**config.mk**
```make
export PLATFORM = sky130hd
export DESIGN_NAME = i2c_bus_recover
export DESIGN_NICKNAME = d
export VERILOG_FILES = /design/src/rtl/i2c_bus_recover_pkg.sv /design/src/rtl/i2c_line_sync.sv /design/src/rtl/i2c_rcv_timer.sv /design/src/rtl/i2c_pulse_cnt.sv /design/src/rtl/i2c_bus_recover.sv
export SDC_FILE = /design/constraint.sdc
export NUM_CORES = 1
export LEC_CHECK = 0
export BUFFER_PORTS_ARGS = -buffer_cell sky130_fd_sc_hd__buf_2
export CAP_MARGIN = 15
export CORE_MARGIN = 4
export CORE_UTILIZATION = 50
export DETAILED_ROUTE_END_ITERATION = 8
export GPL_TIMING_DRIVEN = 0
export PLACE_DENSITY = 0.66
export SETUP_SLACK_MARGIN = 0.15
export SYNTH_ARGS = -nofsm -noshare
export SYNTH_HDL_FRONTEND = slang
export SYNTH_HIERARCHICAL = 1
export SYNTH_SLANG_ARGS = --single-unit
export TNS_END_PERCENT = 5
```
**constraint.sdc**
```tcl
create_clock -name clk_i -period 2.81 [get_ports clk_i]
set_clock_uncertainty 0.15 [all_clocks]
set_input_delay 0.4215 -clock clk_i [delete_from_list [all_inputs] [get_ports clk_i]]
set_output_delay 0.4215 -clock clk_i [all_outputs]
set_load 0.03 [all_outputs]
```
**src/rtl/i2c_bus_recover_pkg.sv**
```systemverilog
package i2c_bus_recover_pkg;
  typedef enum logic [2:0] {
    ST_IDLE,
    ST_SAMPLE,
    ST_HOLD,
    ST_TEST,
    ST_HIGH,
    ST_LOW,
    ST_REL,
    ST_DONE
  } rcv_state_e;
endpackage

```
**src/rtl/i2c_line_sync.sv**
```systemverilog
module i2c_line_sync #(
  parameter int N = 2
) (
  input  logic         clk_i,
  input  logic         rst_ni,
  input  logic [N-1:0] d_i,
  output logic [N-1:0] q_o
);
  for (genvar g = 0; g < N; g++) begin : g_bit
    logic s1_q, s2_q;
    // idle bus level is high
    always_ff @(posedge clk_i or negedge rst_ni) begin
      if (!rst_ni) begin
        s1_q <= 1'b1;
        s2_q <= 1'b1;
      end else begin
        s1_q <= d_i[g];
        s2_q <= s1_q;
      end
    end
    assign q_o[g] = s2_q;
  end
endmodule

```
**src/rtl/i2c_rcv_timer.sv**
```systemverilog
module i2c_rcv_timer #(
  parameter int W = 8
) (
  input  logic         clk_i,
  input  logic         rst_ni,
  input  logic         load_i,
  input  logic [W-1:0] val_i,
  output logic         zero_o
);
  logic [W-1:0] cnt_q;

  always_ff @(posedge clk_i or negedge rst_ni) begin
    if (!rst_ni)               cnt_q <= '0;
    else if (load_i)           cnt_q <= val_i;
    else if (cnt_q != '0)      cnt_q <= cnt_q - 1'b1;
  end

  assign zero_o = (cnt_q == '0);
endmodule

```
**src/rtl/i2c_pulse_cnt.sv**
```systemverilog
module i2c_pulse_cnt #(
  parameter int MAX = 10,
  localparam int W  = $clog2(MAX + 1)
) (
  input  logic clk_i,
  input  logic rst_ni,
  input  logic clr_i,
  input  logic inc_i,
  output logic at_max_o
);
  logic [W-1:0] cnt_q;

  always_ff @(posedge clk_i or negedge rst_ni) begin
    if (!rst_ni)     cnt_q <= '0;
    else if (clr_i)  cnt_q <= '0;
    else if (inc_i)  cnt_q <= cnt_q + 1'b1;
  end

  assign at_max_o = (cnt_q == W'(MAX));
endmodule

```
**src/rtl/i2c_bus_recover.sv**
```systemverilog
module i2c_bus_recover
  import i2c_bus_recover_pkg::*;
#(
  parameter int CLK_PER_US = 100,
  parameter int SETTLE_US  = 500,
  parameter int HALF_US    = 1000,
  parameter int MAX_PULSES = 10
) (
  input  logic clk_i,
  input  logic rst_ni,
  input  logic start_i,
  input  logic scl_i,
  input  logic sda_i,
  output logic scl_oe_o,
  output logic done_o,
  output logic fail_o
);
  localparam int SETTLE_CYC = SETTLE_US * CLK_PER_US;
  localparam int HALF_CYC   = HALF_US * CLK_PER_US;
  localparam int LONGEST    = (SETTLE_CYC > HALF_CYC) ? SETTLE_CYC : HALF_CYC;
  localparam int TW         = $clog2(LONGEST + 1);
  localparam logic [TW-1:0] SETTLE_LD = TW'(SETTLE_CYC - 1);
  localparam logic [TW-1:0] HALF_LD   = TW'(HALF_CYC - 1);

  rcv_state_e   state_q, state_d;
  logic [1:0]   lines_s;
  logic         scl_s, sda_s;
  logic         tmr_load, tmr_zero;
  logic [TW-1:0] tmr_val;
  logic         cnt_clr, cnt_inc, at_max;
  logic         pend_q, pend_d;
  logic         fail_q, fail_d;
  logic         scl_oe_q;
  logic         take_start;

  i2c_line_sync #(.N(2)) u_sync (
    .clk_i (clk_i),
    .rst_ni(rst_ni),
    .d_i   ({scl_i, sda_i}),
    .q_o   (lines_s)
  );
  assign scl_s = lines_s[1];
  assign sda_s = lines_s[0];

  i2c_rcv_timer #(.W(TW)) u_tmr (
    .clk_i (clk_i),
    .rst_ni(rst_ni),
    .load_i(tmr_load),
    .val_i (tmr_val),
    .zero_o(tmr_zero)
  );

  i2c_pulse_cnt #(.MAX(MAX_PULSES)) u_cnt (
    .clk_i   (clk_i),
    .rst_ni  (rst_ni),
    .clr_i   (cnt_clr),
    .inc_i   (cnt_inc),
    .at_max_o(at_max)
  );

  assign take_start = (state_q == ST_IDLE) && start_i;

  always_comb begin
    state_d  = state_q;
    tmr_load = 1'b0;
    tmr_val  = SETTLE_LD;
    cnt_clr  = 1'b0;
    cnt_inc  = 1'b0;
    pend_d   = pend_q;
    fail_d   = fail_q;
    unique case (state_q)
      ST_IDLE: begin
        if (start_i) begin
          state_d = ST_SAMPLE;
          cnt_clr = 1'b1;
          pend_d  = 1'b0;
          fail_d  = 1'b0;
        end
      end
      ST_SAMPLE: begin
        if (scl_s && sda_s) begin
          state_d = ST_DONE;
        end else begin
          state_d  = ST_HOLD;
          tmr_load = 1'b1;
          tmr_val  = SETTLE_LD;
        end
      end
      ST_HOLD: if (tmr_zero) state_d = ST_TEST;
      ST_TEST: begin
        if (sda_s) begin
          state_d  = ST_REL;
          tmr_load = 1'b1;
          tmr_val  = SETTLE_LD;
        end else if (at_max) begin
          state_d  = ST_REL;
          tmr_load = 1'b1;
          tmr_val  = SETTLE_LD;
          pend_d   = 1'b1;
        end else begin
          state_d  = ST_HIGH;
          tmr_load = 1'b1;
          tmr_val  = HALF_LD;
          cnt_inc  = 1'b1;
        end
      end
      ST_HIGH: begin
        if (tmr_zero) begin
          state_d  = ST_LOW;
          tmr_load = 1'b1;
          tmr_val  = HALF_LD;
        end
      end
      ST_LOW: if (tmr_zero) state_d = ST_TEST;
      ST_REL: begin
        if (tmr_zero) begin
          state_d = ST_DONE;
          fail_d  = pend_q;
        end
      end
      ST_DONE: state_d = ST_IDLE;
      default: state_d = ST_IDLE;
    endcase
  end

  always_ff @(posedge clk_i or negedge rst_ni) begin
    if (!rst_ni) begin
      state_q  <= ST_IDLE;
      pend_q   <= 1'b0;
      fail_q   <= 1'b0;
      scl_oe_q <= 1'b0;
    end else begin
      state_q  <= state_d;
      pend_q   <= pend_d;
      fail_q   <= fail_d;
      scl_oe_q <= (state_d == ST_HOLD) || (state_d == ST_TEST) || (state_d == ST_LOW);
    end
  end

  assign scl_oe_o = scl_oe_q;
  assign done_o   = (state_q == ST_DONE);
  assign fail_o   = fail_q;

  logic unused_take;
  assign unused_take = take_start;
endmodule

```
==> metrics.md, run 1 <==
| Metric | Value |
|---|---|
| Crit. End Element | flip-flop |
| Min-Delay Startpoint | scl_i |
| Wirelength, routed | 3.78 mm |
| Number of CTS-inserted buffers | 5 |
| CTS tree | built |
| Clk_lat worst skew | between 300 and 400 ps |
| Dpl cells | 251 |
| Worst-path fanout max | 10 |
| Gate Count Post-Synth | 190 |
| IO Port Bufs | 7 |
| Vias | 1,445 |
| Largest net degree at the start of global routing | 32 |
| Power Internal | around 1100 uW |
| Register area share after synthesis | 0.434 |
| Max Freq | 0.403 GHz |
| Status | completed |
| Mapped cell area | 1800 um2 |
| Hold crit path type | primary input to flip-flop |
| Sink Count | 31 |
| Yosys top cell by area | dfrtp_1 |
| HPWL after DPL | 2.56 mm |
| Layout cell share with drive strength beyond 1 | 0.233 |
| Area Overhead vs Synth | 17.5% |
| Final Cycle Share | 0.884 |
| Grt total ovfl | 0 |
| Max clock buf depth | 2 |
| FP Rows | 21 |
| Ys async rst share | 1.00 |
| Synth unique cells | 52 |
| Dominant cells by area after synthesis | dfrtp_1, dfstp_2, nand2_1 |
| Die X | approximately 68 um |
| Final #Nets | 230 |
| Crit path top cell by count | nand2_1 |
| Max-cap violations | 0 |
| Clk network pwr share | 0.142 |
| CTS clk-pin slew, worst paths | 100 ps |
| CP max-delay cell | dfrtp_1 |
| Switching power | 818 uW |
| Initial Utilization | 0.527 |
| Sequential share of power | 0.417 |
| Setup WS pre-CTS | -503 ps |
| Worst path cell trace | inv_1, ha_2, nor4b_4, nand2b_1, nor3_4, buf_6, nand3_1, nand2_1, clkbuf_4, buf_4, nand2_1, o31ai_1 |
| Switching share of power | 0.422 |
| Diode count | 0 |
| Initial antenna violation count | 0 |
| Number of synthesized register bits | 31 |
| Fin crit period | around 2500 ps |
| RSZ-0062 raised after global routing | false |
| P_leak | 0.000911 uW |
| CTS Root Cell | clkbuf_4 |
| Final TNS setup | 0 ps |
| Worst reg2reg path startpoint | u_tmr/cnt_q[0]$_DFFE_PN0P_ |
| Syn avg cell area | 9.47 um2 |
| WS Path Type | flip-flop to flip-flop |
| 1st-iter DRT viols | 87 |
| Crit start category | flip-flop |
| Die Area | roughly 4600 um2 |
| Number of remaining DRC errors | 0 |
| Worst Setup SP | u_tmr/cnt_q[0]$_DFFE_PN0P_ |
| # setup viols final | 0 |
| Slew headroom | 0.480 |
| Synth top area share | 0.376 |
| Worst-Margin Slew | 773 ps |
| R2r setup slk | ~330 ps |
| Fin worst setup slack | 326 ps |
| Post-DRT Antenna Nets | 0 |
| CTS H-Tree Depth | 2 |
| Die height | ~70 um |
| Ys flop type | dfrtp_1 |
| Worst vdd ir | 0.000502 V |
| First-pass GRT wire length | 6.33 mm |
| Pwr per Cell Area | 918 nW/um2 |
| Crit path DAT | between 2000 and 3000 ps |
| Top Ports | 8 |
| Post-layout power | 1940 uW |
| 1st-pass router iterations | 4 |
| Vias per cell | 5.37 |
| Number of global-route vias before repair | ~1,400 |
| Hold Vio Cnt, Final | 0 |
| Slowest stage delay, CP | 410 ps |
| Core area | 3420 um2 |
| Syn. warnings | 6 |
| Number of flops mapped to enable cells by yosys | 0 |
| Final Max Tran Viols | 0 |
| Critical path data required time | 2890 ps |
| Fin util | 0.619 |
| DR WL/cell | 14.1 um |
| Total track usage | 0.185 |
| Final RePlAce weighted congestion | 0.918 |
| Non-Filler Instances | 269 |
| Combinational power share | 0.441 |
-- final cells by class --
class                      count  area, um2
tap                           46       57.6
fill                         306       1300
clock inverter                 1       5.00
inverter                       8       30.0
buffer                        10       83.8
clock buffer                   7       55.1
sequential                    31        781
multi-input combinational    149        986
timing repair buffer          17        115
-- critical path, delay by kind of cell, from the launching register on --
kind	cells	cell delay, ps
AO/OA/AOI/OAI	1	80
adder cells (fa/ha/maj)	1	220
buffers and inverters	4	640
flip-flops	1	410
AND/OR/NAND/NOR	6	870
-- placed cells by master, fill, tap and decap left out, drive strengths merged, types with 3 or more instances in the layout --
cell type  instances
dfrtp             27
nand2             26
buf               24
nor2              17
o31ai             14
conb              10
xnor2              9
inv                8
clkbuf             8
nand2b             6
a21oi              6
nor3               6
nor4               6
o21ai              5
dfstp              4
nor2b              3
nand3              3
and3               3
a21boi             3
xor2               3
nor4b              3
ha                 3
-- registers in the layout, summed over array words and instances, names as in the netlist --
register,cells
pend_q,1
u_cnt/cnt_q,4
u_sync/g_bit.s2_q,2
fail_o,1
state_q,3
scl_oe_o,1
u_tmr/cnt_q,17
u_sync/g_bit.s1_q,2
-- cell usage after synthesis, types with 2 or more instances --
| master | instances |
|---|---|
| a21oi_1 | 5 |
| and3_1 | 3 |
| nor4_1 | 4 |
| dfrtp_1 | 27 |
| nor4b_2 | 2 |
| nor2b_1 | 3 |
| nand4_1 | 2 |
| xnor2_1 | 9 |
| clkbuf_1 | 4 |
| ha_1 | 3 |
| nand3_1 | 3 |
| nand2b_1 | 6 |
| a21boi_0 | 3 |
| buf_4 | 2 |
| inv_1 | 7 |
| nor2_1 | 17 |
| xor2_1 | 3 |
| conb_1 | 2 |
| nor3_1 | 5 |
| or4_1 | 2 |
| o21ai_0 | 4 |
| buf_6 | 2 |
| dfstp_2 | 4 |
| or3_1 | 2 |
| buf_2 | 2 |
| o31ai_1 | 13 |
| nand2_1 | 26 |
-- routing by layer --
| layer | up-vias | track usage | share of wire |
|---|---|---|---|
| met5 | - | 0 | 0 |
| met4 | 0 | 0.0794 | 0.017 |
| met3 | 8 | 0.0608 | 0.034 |
| met2 | 18 | 0.271 | 0.47 |
| met1 | 696 | 0.250 | 0.48 |
| li1 | 723 | - | - |
-- cells by family (layout without fill, tap and decap cells) --
group / count (synthesis) / after routing / share of synthesized area
adder cells (fa/ha/maj): 3 / 3 / 0.0209
AO/OA/AOI/OAI: 37 / 37 / 0.151
buffers and inverters: 18 / 43 / 0.0515
other: 2 / 10 / 0.00417
XOR/XNOR: 12 / 12 / 0.0584
AND/OR/NAND/NOR: 85 / 85 / 0.266
multiplexers: 2 / 2 / 0.0146
flip-flops: 31 / 31 / 0.434
-- timing repair --
action,CTS,global route
setup buffers,1,7
endpoints found under the hold margin,27,1
pin swaps,0,1
gates resized for setup,11,7
endpoints found under the setup margin,19,17
gates cloned,0,0
hold buffers,1,1
-- power groups by stage --
stage               Combinational, uW  Sequential [uW]  Clock (uW)
floorplan                         642              772           0
global placement                  781              786           0
detailed placement                805              802           0
CTS                               839              803         285
global route                      969              828         312
finish                            856              808         275
-- path summary, 6_finish.rpt --
check                           depth (start not counted)                              to
worst max-delay path                                   12      u_tmr/cnt_q[6]$_DFFE_PN0P_
worst min-delay path                                    1  u_sync/g_bit[1].s1_q$_DFF_PN1_
worst max register to register                         12      u_tmr/cnt_q[6]$_DFFE_PN0P_
worst min register to register                          0  u_sync/g_bit[0].s2_q$_DFF_PN1_
max in group asynchronous                               2            state_q[1]$_DFF_PN0_
min in group asynchronous                               2     u_tmr/cnt_q[14]$_DFFE_PN0P_
-- stage by stage --
step / area (um2) / hold WS, ps
finish: 2110 / 40.0
global route: 2110 / 1.18
CTS: 2040 / 17.4
detailed placement: 1930 / 199
global placement: 1930 / 196
floorplan: 1840 / -24.1
Note: power is estimated with default switching activity, not from simulation.
==> inputs of run 2 (changes only) <==
ABC_AREA = 1   (was not set)
==> run 2 against run 1 <==
Final cell count rose by 26%. Clock power rose by 25%. Total power fell by 38%. Utilization fell by 2.4 points. Synthesized cell count rose by 41%. Combinational power fell by 67%. Worst setup slack improved by 18 ps. Die area rose by 7.8%. Sequential power fell by 29%. Cell area rose by 4.6%. Critical path depth rose by 3. Via count rose by 14%. Critical path type unchanged. Largest cell class unchanged. Highest routed layer unchanged.
==> metrics.md, run 2 <==
| Metric | Value |
|---|---|
| Status | completed (unchanged) |
| Syn. warnings | 6 (unchanged) |
| Critical path data required time | 2860 ps (was 2890 ps) |
| Slew headroom | 0.540 (was 0.480) |
| Ys flop type | dfrtp_1 (unchanged) |
| Most common cell after layout, fill and taps aside | nand2_1 (was dfrtp_1) |
| 1st-pass router iterations | 4 (unchanged) |
| Dominant cells by area after synthesis | dfrtp_1, nand2_1, inv_1 (was dfrtp_1, dfstp_2, nand2_1) |
| Yosys top cell by area | dfrtp_1 (unchanged) |
| Total track usage | 0.170 (was 0.185) |
| Post-DP Area | 2080 um2 (was 1930 um2) |
| Wirelength, routed | 3.78 mm (about the same) |
| CTS Root Cell | clkbuf_8 (was clkbuf_4) |
| Gate Count Post-Synth | 267 (was 190) |
| Initial antenna violation count | 0 (unchanged) |
| CTS clk-pin slew, worst paths | 70 ps (was 100 ps) |
| Final #Nets | 299 (was 230) |
| Fin area | 2210 um2 (was 2110 um2) |
| Final Cycle Share | 0.877 (was 0.884) |
| Worst-Margin Slew | 691 ps (was 773 ps) |
| Post-layout power | 1200 uW (was 1940 uW) |
| Sink Count | 31 (unchanged) |
| CTS H-Tree Depth | 2 (unchanged) |
| Worst vdd ir | 0.000459 V (was 0.000502 V) |
| Top Ports | 8 (unchanged) |
| Crit path DAT | 2520 ps (was 2570 ps) |
| Initial Utilization | 0.527 (about the same) |
| Max-cap violations | 0 (unchanged) |
| First-pass GRT wire length | 6.80 mm (was 6.33 mm) |
| DR WL/cell | 11.1 um (was 14.1 um) |
| Final Max Tran Viols | 0 (unchanged) |
| Dpl cells | 330 (was 251) |
| CTS tree | built (unchanged) |
| Most frequent cells in the layout | nand2_1, nor2_1, inv_1, dfrtp_1, nand3_1 (was dfrtp_1, nand2_1, nor2_1, buf_4, o31ai_1) |
| FP Rows | 22 (was 21) |
| Most frequent cell after synthesis | nand2_1 (was dfrtp_1) |
| R2r setup slk | 340 ps (was 330 ps) |
| # setup viols final | 0 (unchanged) |
| Layout cell share with drive strength beyond 1 | 0.229 (was 0.233) |
| Hold Vio Cnt, Final | 0 (unchanged) |
| Die X | 70.6 um (was 68.0 um) |
| Number of remaining DRC errors | 0 (unchanged) |
| Die height | 70.6 um (was 68.0 um) |
| Max reg flops | 17 (unchanged) |
| P_leak | 0.00106 uW (was 0.000911 uW) |
| Number of flops mapped to enable cells by yosys | 0 (unchanged) |
| Biggest register | u_tmr/cnt_q (unchanged) |
| Ys async rst share | 1.00 (unchanged) |
| Post-DRT Antenna Nets | 0 (unchanged) |
| WHS | 21.8 ps (was 40.0 ps) |
| Top cells by count, synth | nand2_1, inv_1, nor2_1 (was dfrtp_1, nand2_1, nor2_1) |
| Crit. End Element | flip-flop (unchanged) |
| Core area | 3720 um2 (was 3420 um2) |
| Worst r2r path cells | 15 (was 12) |
| Non-Filler Instances | 340 (was 269) |
| Pwr per Cell Area | 545 nW/um2 (was 918 nW/um2) |
| Number of synthesized register bits | 31 (unchanged) |
| Hold buffers post-CTS | 0 (was 1) |
| Die Area | 4980 um2 (was 4620 um2) |
| HPWL after DPL | 2.73 mm (was 2.56 mm) |
| Reg2reg end | u_tmr/cnt_q[3]$_DFFE_PN0P_ (was u_tmr/cnt_q[6]$_DFFE_PN0P_) |
| Mapped cell area | 1960 um2 (was 1800 um2) |
| Synth unique cells | 31 (was 52) |
| Worst-path fanout max | 10 (unchanged) |
| WS Path Type | flip-flop to flip-flop (unchanged) |
| Clk_lat worst skew | 290 ps (was 340 ps) |
| Diode count | 0 (unchanged) |
| 1st-iter DRT viols | 101 (was 87) |
| Largest regs | u_tmr/cnt_q: 17 flops, u_cnt/cnt_q: 4 flops, state_q: 3 flops (unchanged) |
| Max Freq | 0.406 GHz (was 0.403 GHz) |
| Area Overhead vs Synth | 12.8% (was 17.5%) |
| Vias per cell | 4.83 (was 5.37) |
| Largest net degree at the start of global routing | 32 (unchanged) |
| Final RePlAce weighted congestion | 0.837 (was 0.918) |
| Crit start category | flip-flop (unchanged) |
| Synth top area share | 0.345 (was 0.376) |
| Fin crit period | 2470 ps (was 2480 ps) |
| Max clock buf depth | 2 (unchanged) |
| Register area share after synthesis | 0.398 (was 0.434) |
| Fin util | 0.595 (was 0.619) |
| Syn avg cell area | 7.34 um2 (was 9.47 um2) |
| RSZ-0062 raised after global routing | false (unchanged) |
| IO Port Bufs | 7 (unchanged) |
| Number of global-route vias before repair | 1,499 (was 1,388) |
| Worst reg2reg path startpoint | u_tmr/cnt_q[0]$_DFFE_PN0P_ (unchanged) |
| Hold crit path type | primary input to async pin (was primary input to flip-flop) |
| Grt total ovfl | 0 (unchanged) |
| Vias | 1,643 (was 1,445) |
| Number of CTS-inserted buffers | 5 (unchanged) |
[run 2: worst max-delay path by stage]
stage                                from                     endpoint  cells after the start
6_report       u_tmr/cnt_q[0]$_DFFE_PN0P_   u_tmr/cnt_q[3]$_DFFE_PN0P_                     15
5_1_grt        u_tmr/cnt_q[0]$_DFFE_PN0P_   u_tmr/cnt_q[3]$_DFFE_PN0P_                     15
4_1_cts        u_tmr/cnt_q[0]$_DFFE_PN0P_   u_tmr/cnt_q[3]$_DFFE_PN0P_                     15
3_5_place_dp   u_tmr/cnt_q[0]$_DFFE_PN0P_  u_tmr/cnt_q[10]$_DFFE_PN0P_                     13
3_3_place_gp   u_tmr/cnt_q[0]$_DFFE_PN0P_   u_tmr/cnt_q[1]$_DFFE_PN0P_                     14
2_1_floorplan  u_tmr/cnt_q[0]$_DFFE_PN0P_   u_tmr/cnt_q[1]$_DFFE_PN0P_                     14
[run 2: area by class of cell]
cell class | instances | area [um2]
Multi-Input combinational cell | 203 | 1050
Clock buffer | 6 | 72.6
Fill cell | 355 | 1510
Timing Repair Buffer | 9 | 50.0
Clock inverter | 2 | 12.5
Inverter | 35 | 136
Buffer | 6 | 52.6
Tap cell | 48 | 60.1
Sequential cell | 31 | 781
[run 2: logic make-up (layout without fill, tap and decap cells)]
logic type,Yosys count,in the layout,share of synthesized area
compound gates,32,32,0.102
fa+ha+maj,3,3,0.0192
buf+inv,41,58,0.0939
flops,31,31,0.398
other cells,2,10,0.00383
simple gates,158,158,0.383
[run 2: worst max-delay path: stages, from the launching register on]
cell,delay (ps)
dfrtp_1,370
inv_1,110
ha_1,210
nand2_2,120
nor2_4,130
nand3_2,120
nor3_4,180
inv_1,80
nor2_1,140
inv_1,80
nand3_2,100
inv_2,80
nand4_4,160
clkinv_4,90
buf_12,150
a21oi_2,110
[run 2: routing by layer]
layer | wire length [um] | part of all wire | GRT usage | vias to the layer above
met5 | 0 | 0 | 0 | -
met4 | 39 | 0.010 | 0.0626 | 0
met3 | 140 | 0.037 | 0.0298 | 5
met2 | 1660 | 0.44 | 0.257 | 21
met1 | 1940 | 0.51 | 0.245 | 743
li1 | - | - | - | 874
[run 2: timing repair]
action,in CTS,in global routing
setup buffers,1,1
endpoints found under the setup margin,17,16
resized for setup,3,7
gates cloned,0,0
pin swaps,1,1
[run 2: metrics by stage]
stage                     worst slack, ps  TNS (ps)
final                                 344         0
after global routing                  158         0
after CTS                             198         0
after detailed placement             -148     -1220
after global placement               -149     -1260
after floorplan                       352         0
[run 2: report_power, final]
part	total (uW)	internal [uW]	switching, uW
logic	284	115	169
registers	577	514	63.1
clock network	343	173	171
